<file path="config.mk">
export PLATFORM = sky130hd
export DESIGN_NAME = awin_xlate
export DESIGN_NICKNAME = d
export VERILOG_FILES = /design/src/rtl/awin_pkg.sv /design/src/rtl/awin_regs.sv /design/src/rtl/awin_memwin.sv /design/src/rtl/awin_iowin.sv /design/src/rtl/awin_pick.sv /design/src/rtl/awin_xlate.sv
export SDC_FILE = /design/constraint.sdc
export NUM_CORES = 1
export LEC_CHECK = 0
export BUFFER_PORTS_ARGS = -buffer_cell sky130_fd_sc_hd__buf_2
export CAP_MARGIN = 20
export CELL_PAD_IN_SITES_DETAIL_PLACEMENT = 1
export CELL_PAD_IN_SITES_GLOBAL_PLACEMENT = 1
export CORE_ASPECT_RATIO = 0.8
export CORE_MARGIN = 5
export CORE_UTILIZATION = 35
export DETAILED_ROUTE_END_ITERATION = 8
export PLACE_DENSITY_LB_ADDON = 0.3
export REMOVE_ABC_BUFFERS = 1
export SLEW_MARGIN = 5
export SYNTH_ARGS = -nofsm -noshare
export SYNTH_HDL_FRONTEND = slang
export SYNTH_SLANG_ARGS = --single-unit
</file>
<file path="constraint.sdc">
create_clock -name clk -period 3.28 [get_ports clk]
set_input_delay 0.656 -clock clk [delete_from_list [all_inputs] [get_ports clk]]
set_output_delay 0.656 -clock clk [all_outputs]
set_load 0.005 [all_outputs]
</file>
<file path="src/rtl/awin_pkg.sv">
package awin_pkg;
  localparam int ADDR_W = 32;
  localparam int WORD_W = 16;

  typedef enum logic [2:0] {
    CYC_IACK    = 3'b000,
    CYC_IO      = 3'b001,
    CYC_MEM     = 3'b011,
    CYC_CFG     = 3'b101,
    CYC_MEMMULT = 3'b110
  } cyc_e;

  localparam logic [WORD_W-1:0] UNLOCK_KEY = 16'hA05F;
  localparam int                LOCK_BIT   = 14;
endpackage

</file>
<file path="src/rtl/awin_regs.sv">
module awin_regs
  import awin_pkg::*;
#(
  parameter int MEM_WINS = 2,
  parameter int SEL_W    = 3
) (
  input  logic                               clk,
  input  logic                               rst_n,
  input  logic                               cfg_we,
  input  logic [SEL_W-1:0]                   cfg_sel,
  input  logic [ADDR_W-1:0]                  cfg_wdata,
  output logic [MEM_WINS-1:0][ADDR_W-1:0]    mem_base,
  output logic [MEM_WINS-1:0][WORD_W-1:0]    mem_map,
  output logic [WORD_W-1:0]                  io_base,
  output logic [WORD_W-1:0]                  io_map,
  output logic                               lock
);
  localparam int IO_BASE_SEL = 2 * MEM_WINS;
  localparam int IO_MAP_SEL  = IO_BASE_SEL + 1;
  localparam int SYS_SEL     = IO_BASE_SEL + 2;

  logic [MEM_WINS-1:0][ADDR_W-1:0] mem_base_q, mem_base_d;
  logic [MEM_WINS-1:0][WORD_W-1:0] mem_map_q, mem_map_d;
  logic [WORD_W-1:0]               io_base_q, io_base_d, io_map_q, io_map_d;
  logic                            lock_q, lock_d;
  logic                            win_wr_ok, sys_wr;

  always_comb begin
    mem_base_d = mem_base_q;
    mem_map_d  = mem_map_q;
    io_base_d  = io_base_q;
    io_map_d   = io_map_q;
    lock_d     = lock_q;
    win_wr_ok  = cfg_we && !lock_q;
    sys_wr     = cfg_we && (cfg_sel == SEL_W'(SYS_SEL));
    for (int i = 0; i < MEM_WINS; i++) begin
      if (win_wr_ok && cfg_sel == SEL_W'(2 * i))
        mem_base_d[i] = cfg_wdata;
      if (win_wr_ok && cfg_sel == SEL_W'(2 * i + 1))
        mem_map_d[i] = cfg_wdata[WORD_W-1:0];
    end
    if (win_wr_ok && cfg_sel == SEL_W'(IO_BASE_SEL))
      io_base_d = cfg_wdata[WORD_W-1:0];
    if (win_wr_ok && cfg_sel == SEL_W'(IO_MAP_SEL))
      io_map_d = cfg_wdata[WORD_W-1:0];
    if (sys_wr) begin
      if (cfg_wdata[WORD_W-1:0] == UNLOCK_KEY)
        lock_d = 1'b0;
      else if (cfg_wdata[LOCK_BIT])
        lock_d = 1'b1;
    end
  end

  always_ff @(posedge clk or negedge rst_n) begin
    if (!rst_n) begin
      mem_base_q <= '0;
      mem_map_q  <= '0;
      io_base_q  <= '0;
      io_map_q   <= '0;
      lock_q     <= 1'b0;
    end else if (cfg_we) begin
      mem_base_q <= mem_base_d;
      mem_map_q  <= mem_map_d;
      io_base_q  <= io_base_d;
      io_map_q   <= io_map_d;
      lock_q     <= lock_d;
    end
  end

  logic unused_wdata_hi;
  assign unused_wdata_hi = ^cfg_wdata[ADDR_W-1:WORD_W];

  assign mem_base = mem_base_q;
  assign mem_map  = mem_map_q;
  assign io_base  = io_base_q;
  assign io_map   = io_map_q;
  assign lock     = lock_q;

  // window words hold while locked
  a_r9_locked_hold: assert property (@(posedge clk) disable iff (!rst_n)
    (cfg_we && lock_q && cfg_sel != SEL_W'(SYS_SEL)) |=>
      ($stable(mem_base_q) && $stable(mem_map_q) && $stable(io_base_q) && $stable(io_map_q)));

  // key clears the lock
  a_r9_unlock: assert property (@(posedge clk) disable iff (!rst_n)
    (cfg_we && cfg_sel == SEL_W'(SYS_SEL) && cfg_wdata[WORD_W-1:0] == UNLOCK_KEY) |=> !lock_q);

  // bit 14 sets the lock
  a_r9_relock: assert property (@(posedge clk) disable iff (!rst_n)
    (cfg_we && cfg_sel == SEL_W'(SYS_SEL) && cfg_wdata[WORD_W-1:0] != UNLOCK_KEY
     && cfg_wdata[LOCK_BIT]) |=> lock_q);
endmodule

</file>
<file path="src/rtl/awin_memwin.sv">
module awin_memwin
  import awin_pkg::*;
#(
  parameter int GRAN_LOG = 20,
  parameter int MAX_SZC  = 11
) (
  input  logic [ADDR_W-1:0] base_w,
  input  logic [WORD_W-1:0] map_w,
  input  logic [ADDR_W-1:0] addr,
  output logic              hit,
  output logic [ADDR_W-1:0] xaddr,
  output logic [2:0]        ctype
);
  localparam int FLD_W = ADDR_W - GRAN_LOG;

  logic [3:0]        szc;
  logic              size_ok, lowen;
  logic [5:0]        shamt;
  logic [ADDR_W-1:0] mask, lb_base, pci_base, raw;

  always_comb begin
    szc      = base_w[7:4];
    lowen    = map_w[0];
    size_ok  = (szc <= 4'(MAX_SZC));
    shamt    = 6'(GRAN_LOG) + {2'b00, szc};
    mask     = (ADDR_W'(1) << shamt) - ADDR_W'(1);
    lb_base  = {base_w[ADDR_W-1 -: FLD_W], {GRAN_LOG{1'b0}}};
    pci_base = {map_w[WORD_W-1 -: FLD_W], {GRAN_LOG{1'b0}}};
    hit      = base_w[0] && size_ok && (((addr ^ lb_base) & ~mask) == '0);
    raw      = (pci_base & ~mask) | (addr & mask);
    xaddr    = lowen ? raw : {raw[ADDR_W-1:2], 2'b00};
    ctype    = map_w[3:1];
  end

  logic unused_fields;
  assign unused_fields = ^{base_w[GRAN_LOG-1:8], base_w[3:1]};
endmodule

</file>
<file path="src/rtl/awin_iowin.sv">
module awin_iowin
  import awin_pkg::*;
#(
  parameter int IO_GRAN_LOG = 24
) (
  input  logic [WORD_W-1:0] base_w,
  input  logic [WORD_W-1:0] map_w,
  input  logic [ADDR_W-1:0] addr,
  output logic              hit,
  output logic [ADDR_W-1:0] xaddr
);
  localparam int FLD_W = ADDR_W - IO_GRAN_LOG;

  always_comb begin
    hit   = base_w[0] && (addr[ADDR_W-1 -: FLD_W] == base_w[WORD_W-1 -: FLD_W]);
    xaddr = {map_w[WORD_W-1 -: FLD_W], addr[IO_GRAN_LOG-1:0]};
  end

  logic unused_fields;
  assign unused_fields = ^{base_w[WORD_W-FLD_W-1:1], map_w[WORD_W-FLD_W-1:0]};
endmodule

</file>
<file path="src/rtl/awin_pick.sv">
module awin_pick
  import awin_pkg::*;
#(
  parameter int NWIN  = 3,
  parameter int IDX_W = 2
) (
  input  logic [NWIN-1:0]             hit,
  input  logic [NWIN-1:0][ADDR_W-1:0] xaddr,
  input  logic [NWIN-1:0][2:0]        ctype,
  output logic                        any,
  output logic [IDX_W-1:0]            idx,
  output logic [ADDR_W-1:0]           sel_addr,
  output logic [2:0]                  sel_type
);
  always_comb begin
    any      = 1'b0;
    idx      = '0;
    sel_addr = '0;
    sel_type = '0;
    for (int i = NWIN - 1; i >= 0; i--) begin
      if (hit[i]) begin
        any      = 1'b1;
        idx      = IDX_W'(i);
        sel_addr = xaddr[i];
        sel_type = ctype[i];
      end
    end
  end
endmodule

</file>
<file path="src/rtl/awin_xlate.sv">
module awin_xlate
  import awin_pkg::*;
#(
  parameter int MEM_WINS    = 2,
  parameter int GRAN_LOG    = 20,
  parameter int IO_GRAN_LOG = 24,
  parameter int MAX_SZC     = 11
) (
  input  logic                                  clk,
  input  logic                                  rst_n,
  input  logic                                  cfg_we,
  input  logic [$clog2(2*MEM_WINS+3)-1:0]       cfg_sel,
  input  logic [31:0]                           cfg_wdata,
  input  logic                                  req_valid,
  input  logic [31:0]                           req_addr,
  output logic                                  locked,
  output logic                                  xl_valid,
  output logic                                  xl_miss,
  output logic [31:0]                           xl_addr,
  output logic [2:0]                            xl_type,
  output logic [$clog2(MEM_WINS+1)-1:0]         xl_win
);
  localparam int NWIN  = MEM_WINS + 1;
  localparam int SEL_W = $clog2(2 * MEM_WINS + 3);
  localparam int IDX_W = $clog2(NWIN);

  logic [MEM_WINS-1:0][ADDR_W-1:0] mem_base;
  logic [MEM_WINS-1:0][WORD_W-1:0] mem_map;
  logic [WORD_W-1:0]               io_base, io_map;
  logic [NWIN-1:0]                 hit_vec;
  logic [NWIN-1:0][ADDR_W-1:0]     xaddr_vec;
  logic [NWIN-1:0][2:0]            ctype_vec;
  logic                            any_hit;
  logic [IDX_W-1:0]                win_idx;
  logic [ADDR_W-1:0]               pick_addr;
  logic [2:0]                      pick_type;

  awin_regs #(.MEM_WINS(MEM_WINS), .SEL_W(SEL_W)) u_regs (
    .clk(clk), .rst_n(rst_n), .cfg_we(cfg_we), .cfg_sel(cfg_sel),
    .cfg_wdata(cfg_wdata), .mem_base(mem_base), .mem_map(mem_map),
    .io_base(io_base), .io_map(io_map), .lock(locked)
  );

  for (genvar g = 0; g < MEM_WINS; g++) begin : g_mem
    awin_memwin #(.GRAN_LOG(GRAN_LOG), .MAX_SZC(MAX_SZC)) u_win (
      .base_w(mem_base[g]), .map_w(mem_map[g]), .addr(req_addr),
      .hit(hit_vec[g]), .xaddr(xaddr_vec[g]), .ctype(ctype_vec[g])
    );
  end

  awin_iowin #(.IO_GRAN_LOG(IO_GRAN_LOG)) u_io (
    .base_w(io_base), .map_w(io_map), .addr(req_addr),
    .hit(hit_vec[MEM_WINS]), .xaddr(xaddr_vec[MEM_WINS])
  );
  assign ctype_vec[MEM_WINS] = CYC_IO;

  awin_pick #(.NWIN(NWIN), .IDX_W(IDX_W)) u_pick (
    .hit(hit_vec), .xaddr(xaddr_vec), .ctype(ctype_vec),
    .any(any_hit), .idx(win_idx), .sel_addr(pick_addr), .sel_type(pick_type)
  );

  logic              valid_q, valid_d, miss_q, miss_d, res_en;
  logic [ADDR_W-1:0] addr_q;
  logic [2:0]        type_q;
  logic [IDX_W-1:0]  win_q;

  always_comb begin
    valid_d = req_valid && any_hit;
    miss_d  = req_valid && !any_hit;
    res_en  = valid_d;
  end

  always_ff @(posedge clk or negedge rst_n) begin
    if (!rst_n) begin
      valid_q <= 1'b0;
      miss_q  <= 1'b0;
    end else begin
      valid_q <= valid_d;
      miss_q  <= miss_d;
    end
  end

  always_ff @(posedge clk or negedge rst_n) begin
    if (!rst_n) begin
      addr_q <= '0;
      type_q <= '0;
      win_q  <= '0;
    end else if (res_en) begin
      addr_q <= pick_addr;
      type_q <= pick_type;
      win_q  <= win_idx;
    end
  end

  assign xl_valid = valid_q;
  assign xl_miss  = miss_q;
  assign xl_addr  = addr_q;
  assign xl_type  = type_q;
  assign xl_win   = win_q;

  // one result per request, one cycle later
  a_r10_one_result: assert property (@(posedge clk) disable iff (!rst_n)
    req_valid |=> (xl_valid ^ xl_miss));
  a_r10_idle_quiet: assert property (@(posedge clk) disable iff (!rst_n)
    !req_valid |=> (!xl_valid && !xl_miss));
  // hit and miss never together
  a_r8_exclusive: assert property (@(posedge clk) disable iff (!rst_n)
    !(xl_valid && xl_miss));
  // window 0 always wins when it matches
  a_r6_first_wins: assert property (@(posedge clk) disable iff (!rst_n)
    (req_valid && hit_vec[0]) |=> (xl_valid && xl_win == '0));
  // the I/O window always reports an I/O cycle
  a_r4_io_type: assert property (@(posedge clk) disable iff (!rst_n)
    (xl_valid && xl_win == IDX_W'(MEM_WINS)) |-> (xl_type == CYC_IO));
endmodule

</file>
==> results of run 1 <==
## cells by family after synthesis
group	synth area share, %
AO/OA/AOI/OAI	11.78
XOR/XNOR	4.544
adder cells (fa/ha/maj)	1.718
buffers and inverters	2.825
flip-flops	46.96
multiplexers	22.62
other	0.05722
AND/OR/NAND/NOR	9.489
## state kept, by name (all words and copies together), names as in the netlist
| register | cells |
|---|---|
| xl_valid | 1 |
| u_regs.io_map | 8 |
| xl_miss | 1 |
| xl_addr | 32 |
| xl_win | 2 |
| u_regs.mem_base | 34 |
| u_regs.lock | 1 |
| u_regs.mem_map | 32 |
| u_regs.io_base | 9 |
| xl_type | 3 |
## layout by cell type (no fill, tap or decap), types with 7 or more instances in the layout
cell type  Yosys  final
a21oi_1       15     15
a31oi_1        7      7
a32o_1         7      7
buf_2          7    105
buf_4          3     30
clkbuf_16      0     17
dfrtp_1      123    123
ha_1           9      9
inv_1          8      8
mux2_2        93     93
mux2_4        15     15
mux2i_1       21     21
nand2_1       13     13
nand2b_1       8      8
nand3_1        8      8
nor2_1        27     27
nor3_1        10     10
o21ai_0        7      7
xnor2_1       23     23
xor2_1        11     11
## worst max-delay path by stage
stage                         from          end  slack, ps
2_1_floorplan  u_regs.mem_base[38]  xl_addr[30]       -440
3_3_place_gp   u_regs.mem_base[38]   xl_addr[4]        110
3_5_place_dp   u_regs.mem_base[38]  xl_addr[30]         50
4_1_cts        u_regs.mem_base[38]  xl_addr[30]         30
5_1_grt        u_regs.mem_base[39]  xl_addr[30]          7
6_report       u_regs.mem_base[38]   xl_addr[8]        160
## metrics by stage
| step | util [%] | setup slack, ps | std cells | setup TNS (ps) | hold WS, ps |
|---|---|---|---|---|---|
| final | 44.37 | 159.4 | 930 | 0 | 154.3 |
| after global routing | 44.37 | 6.956 | 930 | 0 | 191.2 |
| after CTS | 44.24 | 34.94 | 930 | 0 | 163.9 |
| after detailed placement | 41.20 | 49.03 | 900 | 0 | 474.2 |
| after global placement | 41.20 | 110.7 | 900 | 0 | 470.8 |
| after floorplan | - | -444.2 | 510 | -7625 | 360.4 |
## critical path, stage by stage, from the launching register on
cell      delay (ps)
dfrtp_1          400
inv_2            100
ha_1             420
nor2b_2          240
a311oi_1         110
or4_4            580
a211o_4          350
nor2_4           190
o31ai_4          100
buf_4            210
mux2_4           290
## cell type report
cell class | count | area, µm² | area share [%]
well taps | 253 | 316.6 | 3.903
multi-input cells | 377 | 3332 | 41.08
flip-flops and latches | 123 | 3078 | 37.95
clock buffers | 18 | 429.2 | 5.292
clock inverters | 12 | 126.4 | 1.558
inverters | 10 | 37.54 | 0.4628
repair buffers | 137 | 790.8 | 9.750
## power breakdown
| part | internal [mW] | switching [mW] | total (mW) | leakage, nW |
|---|---|---|---|---|
| combinational | 1.08 | 1.17 | 2.25 | 1.92 |
| sequential | 1.98 | 0.315 | 2.30 | 1.54 |
| clock | 1.10 | 0.709 | 1.81 | 0.260 |
| total | 4.16 | 2.19 | 6.36 | 3.72 |
## routing by layer
| metal | vias up | part of all wire [%] | track usage (%) |
|---|---|---|---|
| met5 | - | 0 | 0 |
| met4 | 0 | 1.1 | 5.589 |
| met3 | 19 | 5.9 | 3.657 |
| met2 | 120 | 46 | 30.07 |
| met1 | 2608 | 47 | 28.05 |
| li1 | 2255 | - | - |
==> flow_metrics.env, run 1 <==
export IMPL_status="finished clean"
export IMPL_io_buffers=106
export IMPL_rr_worst_depth=10
export IMPL_antenna_cells=0
export IMPL_synth_top_area_share_pct=46.96
export IMPL_setup_viol=0
export IMPL_grt_max_degree=95
export IMPL_worstPathArrival_ps=3430
export IMPL_gr_usage_all_layers_pct=19.51
export IMPL_drc=0
export IMPL_yosys_area_top_type="dfrtp_1"
export IMPL_postRouteAntennaNets=0
export IMPL_min_period_ps=3121
export IMPL_dpl_hpwl_um=15400
export IMPL_async_flop_share_pct=100.0
export IMPL_startpoint_type="flip-flop"
export IMPL_power_density_mw_per_mm2=783.8
export IMPL_cts_tree="done"
export IMPL_crit_type="flip-flop to flip-flop"
export IMPL_crit_fanout=9
export IMPL_synth_most_common_cell="dfrtp_1"
export IMPL_rr_startpoint="u_regs.mem_base[38]"
export IMPL_rsz0062_at_grt="no"
export IMPL_ir_worst_vdd_uv=384.7
export IMPL_syn_area_mm2=0.006554
export IMPL_fin_area_mm2=0.008110
export IMPL_gp_congestion=0.8955
export IMPL_synth_cells=535
export IMPL_postCtsSetupBuffers=0
export IMPL_ctsResizeCount=0
export IMPL_hold_violations=0
export IMPL_worst_slew_pin_slew_ps=999.3
export IMPL_yosysWarnings=0
export IMPL_final_setup_skew_ps=6.067
export IMPL_vias=5002
export IMPL_maxSlewViolCount=0
export IMPL_drv_cap=0
export IMPL_synth_enable_flop_cells=0
export IMPL_wl_per_cell_um=21.95
export IMPL_syn_to_final_growth_pct=23.75
export IMPL_htreeDepth=4
export IMPL_fp_dieH_um=132.4
export IMPL_hp_class="input pin to asynchronous set/reset pin"
export IMPL_antenna_found_initial=0
export IMPL_r2r_setup_slack_ps=160
export IMPL_cts_inserted_buffers=17
export IMPL_fin_crit_sh_pct=95.14
export IMPL_row_count=44
export IMPL_slew_headroom_pct=33.24
export IMPL_insertion_delay_ps=430
export IMPL_power_total_mw=6.357
export IMPL_cts_root_buffer="clkbuf_16"
export IMPL_drt_initial_drc_count=238
export IMPL_finalNetCount=746
export IMPL_synthTopCellsByCount="dfrtp_1, mux2_2, nor2_1"
export IMPL_grt_pass1_vias=5455
export IMPL_final_layout_size_suffix_gt1_share_pct=43.57
export IMPL_num_io_pins=111
export IMPL_die_w_um=163.0
export IMPL_regToRegEndpoint="xl_addr[8]"
export IMPL_synth_top_flop_cell="dfrtp_1"
export IMPL_ctsHoldBuffers=0
export IMPL_coreArea_mm2=0.01828
export IMPL_fp_dieArea_mm2=0.02158
export IMPL_fill_cells=1994
export IMPL_grt_ovfl_total=0
export IMPL_start_util_pct=35.86
export IMPL_path_clk_slew_ps=60
export IMPL_postSynthRegisterBits=123
export IMPL_synth_cell_types=72
export IMPL_fmax_ghz=0.3205
export IMPL_viasPerCell=5.378
export IMPL_clock_sinks=123
export IMPL_p_leak_nw=3.720
export IMPL_wl_um=20420
export IMPL_grt_pass1_wl_um=32050
export IMPL_yosysSeqAreaShare_pct=46.96
export IMPL_drt_pass1_iterations=4
export IMPL_yosys_top_cells_area="dfrtp_1, mux2_2, mux2_4, mux2i_1, xnor2_1"
export IMPL_cp_end_kind="flip-flop"
export IMPL_syn_avg_cell_area_um2=12.25
export IMPL_clock_path_buffers=2
export IMPL_cp_data_required_time_ps=3590
export IMPL_placedInstanceArea_mm2=0.007531
Power figures use the tool's default switching activity.
==> run 2: changes to the inputs <==
==> constraint.sdc (replaced) <==
create_clock -name clk -period 3.28 [get_ports clk]
set_input_delay 0.328 -clock clk [delete_from_list [all_inputs] [get_ports clk]]
set_output_delay 0.328 -clock clk [all_outputs]
set_load 0.005 [all_outputs]
==> run 2 against run 1 <==
Against the previous run: sequential power about the same; via count barely moved; flip-flop and latch count is the same; total power down 1.3%; combinational power hardly changed; worst setup slack worse by 47 ps; first-iteration DRC count increased by 34%; non-clock buffer count unchanged; count of clock-buffer cells in the layout up 3; fmax decreased by 1.5%; die area did not move; final cell count down 0.11%; critical endpoint is now xl_addr[31].
==> flow_metrics.env, run 2 (same netlist as run 1, synthesis figures left out) <==
export IMPL_fmax_ghz=0.3157
export IMPL_layout_common_cells="dfrtp_1, buf_2, mux2_2, buf_4, nor2_1"
export IMPL_ir_worst_vdd_uv=327.0
export IMPL_drc=0
export IMPL_cts_tree="done"
export IMPL_worstPathArrival_ps=3460
export IMPL_cts_root_buffer="clkbuf_16"
export IMPL_drt_pass1_iterations=4
export IMPL_vias=5006
export IMPL_insertion_delay_ps=420
export IMPL_crit_type="flip-flop to flip-flop"
export IMPL_antenna_found_initial=0
export IMPL_row_count=44
export IMPL_crit_family="simple AND/OR/NAND/NOR gates"
export IMPL_start_util_pct=35.86
export IMPL_fill_cells=1978
export IMPL_endpoint="xl_addr[31]"
export IMPL_grt_pass1_vias=5388
export IMPL_num_io_pins=111
export IMPL_postRouteAntennaNets=0
export IMPL_fin_crit_sh_pct=96.56
export IMPL_crit_buf_inv=2
export IMPL_final_common_cell="dfrtp_1"
export IMPL_min_period_ps=3167
export IMPL_fp_dieArea_mm2=0.02158
export IMPL_gr_usage_all_layers_pct=19.43
export IMPL_wl_per_cell_um=21.95
export IMPL_path_cells="inv_1 -> ha_1 -> nor2b_2 -> a311oi_1 -> or4_4 -> a211o_2 -> nor2_4 -> o31ai_4 -> inv_2 -> mux2_4"
export IMPL_hp_class="input pin to asynchronous set/reset pin"
export IMPL_dpl_hpwl_um=15460
export IMPL_r2r_setup_slack_ps=110
export IMPL_drv_cap=0
export IMPL_syn_to_final_growth_pct=23.37
export IMPL_grt_pass1_wl_um=32180
export IMPL_grt_max_degree=63
export IMPL_die_w_um=163.0
export IMPL_rr_worst_depth=10
export IMPL_postCtsSetupBuffers=0
export IMPL_largest_reg_flops=34
export IMPL_power_density_mw_per_mm2=775.7
export IMPL_status="finished clean"
export IMPL_fin_util_pct=44.24
export IMPL_cp_end_kind="flip-flop"
export IMPL_slew_headroom_pct=34.96
export IMPL_power_total_mw=6.271
export IMPL_rr_startpoint="u_regs.mem_base[39]"
export IMPL_final_layout_size_suffix_gt1_share_pct=43.34
export IMPL_viasPerCell=5.389
export IMPL_cp_num_cells=10
export IMPL_drt_initial_drc_count=319
export IMPL_clock_sinks=123
export IMPL_path_clk_slew_ps=50
export IMPL_fp_dieH_um=132.4
export IMPL_slowest_stage="or4_4"
export IMPL_fin_tns_setup_ps=0
export IMPL_p_leak_nw=3.729
export IMPL_wl_met3_um=1193
export IMPL_crit_path_start="u_regs.mem_base[39]"
export IMPL_cpPeakStageDelay_ps=580
export IMPL_worst_slew_pin_slew_ps=973.7
export IMPL_crit_fanout=9
export IMPL_htreeDepth=4
export IMPL_wl_um=20390
export IMPL_grt_ovfl_total=0
export IMPL_wl_met2_um=9085
export IMPL_regToRegEndpoint="xl_addr[31]"
export IMPL_cp_data_required_time_ps=3580
export IMPL_setup_ws_ps=112.7
export IMPL_top_layer_used="met4"
export IMPL_antenna_cells=0
export IMPL_dp_slack_ps=121.7
export IMPL_maxSlewViolCount=0
export IMPL_m1WireLength_um=9880
export IMPL_hold_violations=0
export IMPL_io_buffers=106
export IMPL_cts_inserted_buffers=17
export IMPL_startpoint_type="flip-flop"
export IMPL_coreArea_mm2=0.01828
export IMPL_setup_viol=0
export IMPL_clock_path_buffers=2
export IMPL_finalNetCount=746
export IMPL_rsz0062_at_grt="yes"
export IMPL_gp_congestion=0.9033
export IMPL_final_setup_skew_ps=7.847
==> run 2: cell count changes in the layout (fill, tap and decap cells not counted), moves of 2 or more <==
cell,before,now
a2111oi_0,3,1
a2111oi_1,0,2
clkbuf_8,0,3
clkinvlp_4,5,1
==> run 2: worst min path at each step <==
stage / to / slack (ps) / depth (start not counted)
after detailed placement: xl_addr[1] / 480 / 1
after global routing: u_regs.mem_base[54] / 90 / 1
after CTS: u_regs.mem_base[54] / 50 / 1
after floorplan: u_regs.io_base[0] / 30 / 0
final: u_regs.mem_base[54] / 20 / 1
after global placement: xl_addr[1] / 470 / 1
==> run 2: layout make-up <==
cell class | instances | area, µm² | area share (%)
timing repair buffer | 137 | 790.8 | 9.780
inverter | 10 | 37.54 | 0.4643
sequential | 123 | 3078 | 38.07
clock inverter | 8 | 71.32 | 0.8821
tap | 253 | 316.6 | 3.915
clock buffer | 21 | 470.5 | 5.819
multi-input combinational | 377 | 3321 | 41.07
==> run 2: routing by layer <==
metal  GRT usage (%)  up-vias
met5               0        -
met4           4.658        0
met3           4.595       17
met2           28.46      136
met1           28.98     2609
li1                -     2244
==> run 2: power by group <==
| group | switching, mW | internal, mW | total [mW] | leakage [nW] |
|---|---|---|---|---|
| logic | 1.17 | 1.07 | 2.23 | 1.91 |
| registers | 0.309 | 1.98 | 2.29 | 1.54 |
| clock network | 0.666 | 1.08 | 1.75 | 0.270 |
| total | 2.14 | 4.13 | 6.27 | 3.73 |
==> run 2: repair_timing <==
item,in CTS,in global routing
gates resized for setup,0,4
hold buffers,0,0
setup endpoints to repair,0,10
==> run 2: metrics by stage <==
step,hold WS [ps],cells,instance area [µm²]
global placement,470.9,900,7531
floorplan,32.41,510,6417
detailed placement,477.7,900,7531
global route,91.74,929,8085
CTS,47.11,929,8073
finish,19.86,929,8085
==> run 3: changes to the inputs <==
- clock period: 3.28 -> 3.6 ns (I/O delays scaled with it)
==> run 3 against run 2 <==
Against the previous run: first-iteration DRC count down 25%; highest routed layer unchanged; count of clock-buffer cells in the layout is 3 lower; utilization is 0.63 points higher; combinational power shrank 9%.
==> flow_metrics.env, run 3 (same netlist as run 1, synthesis figures left out) <==
export IMPL_gr_usage_all_layers_pct=20.09
export IMPL_fin_crit_sh_pct=92.80
export IMPL_finalNetCount=744
export IMPL_postCtsSetupBuffers=0
export IMPL_crit_type="flip-flop to flip-flop"
export IMPL_hold_violations=0
export IMPL_regToRegEndpoint="xl_addr[10]"
export IMPL_power_total_mw=6.136
export IMPL_fmax_ghz=0.2993
export IMPL_drt_initial_drc_count=239
export IMPL_cpPeakStageDelay_ps=590
export IMPL_clock_sinks=123
export IMPL_gp_congestion=0.8931
export IMPL_row_count=44
export IMPL_cp_data_required_time_ps=3910
export IMPL_dpl_hpwl_um=15530
export IMPL_maxSlewViolCount=0
export IMPL_fp_dieH_um=132.4
export IMPL_worst_slew_pin_slew_ps=1086
export IMPL_wl_um=21120
export IMPL_wl_per_cell_um=22.71
export IMPL_fp_dieArea_mm2=0.02158
export IMPL_rsz0062_at_grt="no"
export IMPL_cts_inserted_buffers=17
export IMPL_cts_root_buffer="clkbuf_16"
export IMPL_startpoint_type="flip-flop"
export IMPL_slowest_stage="or4_4"
export IMPL_viasPerCell=5.360
export IMPL_crit_fanout=12
export IMPL_crit_path_start="u_regs.mem_base[38]"
export IMPL_path_clk_slew_ps=60
export IMPL_rr_worst_depth=10
export IMPL_ctsHoldBuffers=0
export IMPL_grt_max_degree=65
export IMPL_rr_startpoint="u_regs.mem_base[38]"
export IMPL_final_layout_size_suffix_gt1_share_pct=43.43
export IMPL_ctsResizeCount=0
export IMPL_setup_ws_ps=259.3
export IMPL_antenna_found_initial=0
export IMPL_final_common_cell="dfrtp_1"
export IMPL_coreArea_mm2=0.01828
export IMPL_grt_pass1_vias=5503
export IMPL_min_period_ps=3341
export IMPL_final_setup_skew_ps=10.29
export IMPL_layout_common_cells="dfrtp_1, buf_2, mux2_2, buf_4, nor2_1"
export IMPL_cp_num_cells=10
export IMPL_htreeDepth=4
export IMPL_setup_viol=0
export IMPL_ir_worst_vdd_uv=276.8
export IMPL_io_buffers=106
export IMPL_r2r_setup_slack_ps=260
export IMPL_worstPathArrival_ps=3650
export IMPL_crit_family="simple AND/OR/NAND/NOR gates"
export IMPL_slew_headroom_pct=27.40
export IMPL_drc=0
export IMPL_cp_end_kind="flip-flop"
export IMPL_drv_cap=0
export IMPL_p_leak_nw=3.776
export IMPL_clock_path_buffers=2
export IMPL_start_util_pct=35.86
export IMPL_largest_reg_flops=34
export IMPL_antenna_cells=0
export IMPL_cts_tree="done"
export IMPL_fin_tns_setup_ps=0
export IMPL_power_density_mw_per_mm2=748.3
export IMPL_syn_to_final_growth_pct=25.12
export IMPL_die_w_um=163.0
export IMPL_crit_buf_inv=2
export IMPL_hp_class="input pin to asynchronous set/reset pin"
export IMPL_vias=4985
export IMPL_grt_ovfl_total=0
export IMPL_postRouteAntennaNets=0
export IMPL_dp_slack_ps=276.9
export IMPL_status="finished clean"
export IMPL_path_cells="inv_2 -> ha_1 -> nor2b_2 -> a311oi_1 -> or4_4 -> a211o_2 -> nor2_4 -> o31ai_4 -> buf_4 -> mux2_4"
export IMPL_drt_pass1_iterations=4
export IMPL_insertion_delay_ps=430
export IMPL_num_io_pins=111
export IMPL_grt_pass1_wl_um=33070
run 3: metal layers:
layer,wire length [µm],share of wire [%],global-route usage [%]
met5,0,0,0
met4,248,1.2,5.589
met3,1453,6.9,4.845
met2,9533,45,30.25
met1,9888,47,28.87
run 3: cell type report:
type | count | area [µm²]
fill | 1993 | 10080
multi-input combinational | 377 | 3313
sequential | 123 | 3078
timing repair buffer | 135 | 775.7
clock buffer | 18 | 439.2
tap | 253 | 316.6
clock inverter | 14 | 240.2
inverter | 10 | 37.54
run 3: worst max path at each step:
stage	end
floorplan	xl_addr[30]
global placement	xl_addr[9]
detailed placement	xl_addr[10]
CTS	xl_addr[10]
global route	xl_addr[30]
finish	xl_addr[10]
run 3: worst register-to-register path, stage by stage, from the launching register on:
cell and delay [ps]:
dfrtp_1 500, inv_2 130, ha_1 350, nor2b_2 270, a311oi_1 130, or4_4 590
a211o_2 400, nor2_4 180, o31ai_4 110, buf_4 250, mux2_4 320
run 3: where the power goes:
part,switching [mW],internal [mW],total (mW)
clock network,0.680,1.32,2.00
logic,1.07,0.969,2.04
registers,0.292,1.80,2.10
run 3: per-stage QoR:
step	hold WS (ps)	std cells	instance area (µm²)	utilization, %
CTS	56.64	930	8195	44.84
global route	102.1	930	8200	44.87
finish	36.46	930	8200	44.87
floorplan	64.41	510	6417	-
global placement	472.4	898	7516	41.12
detailed placement	479.4	898	7516	41.12
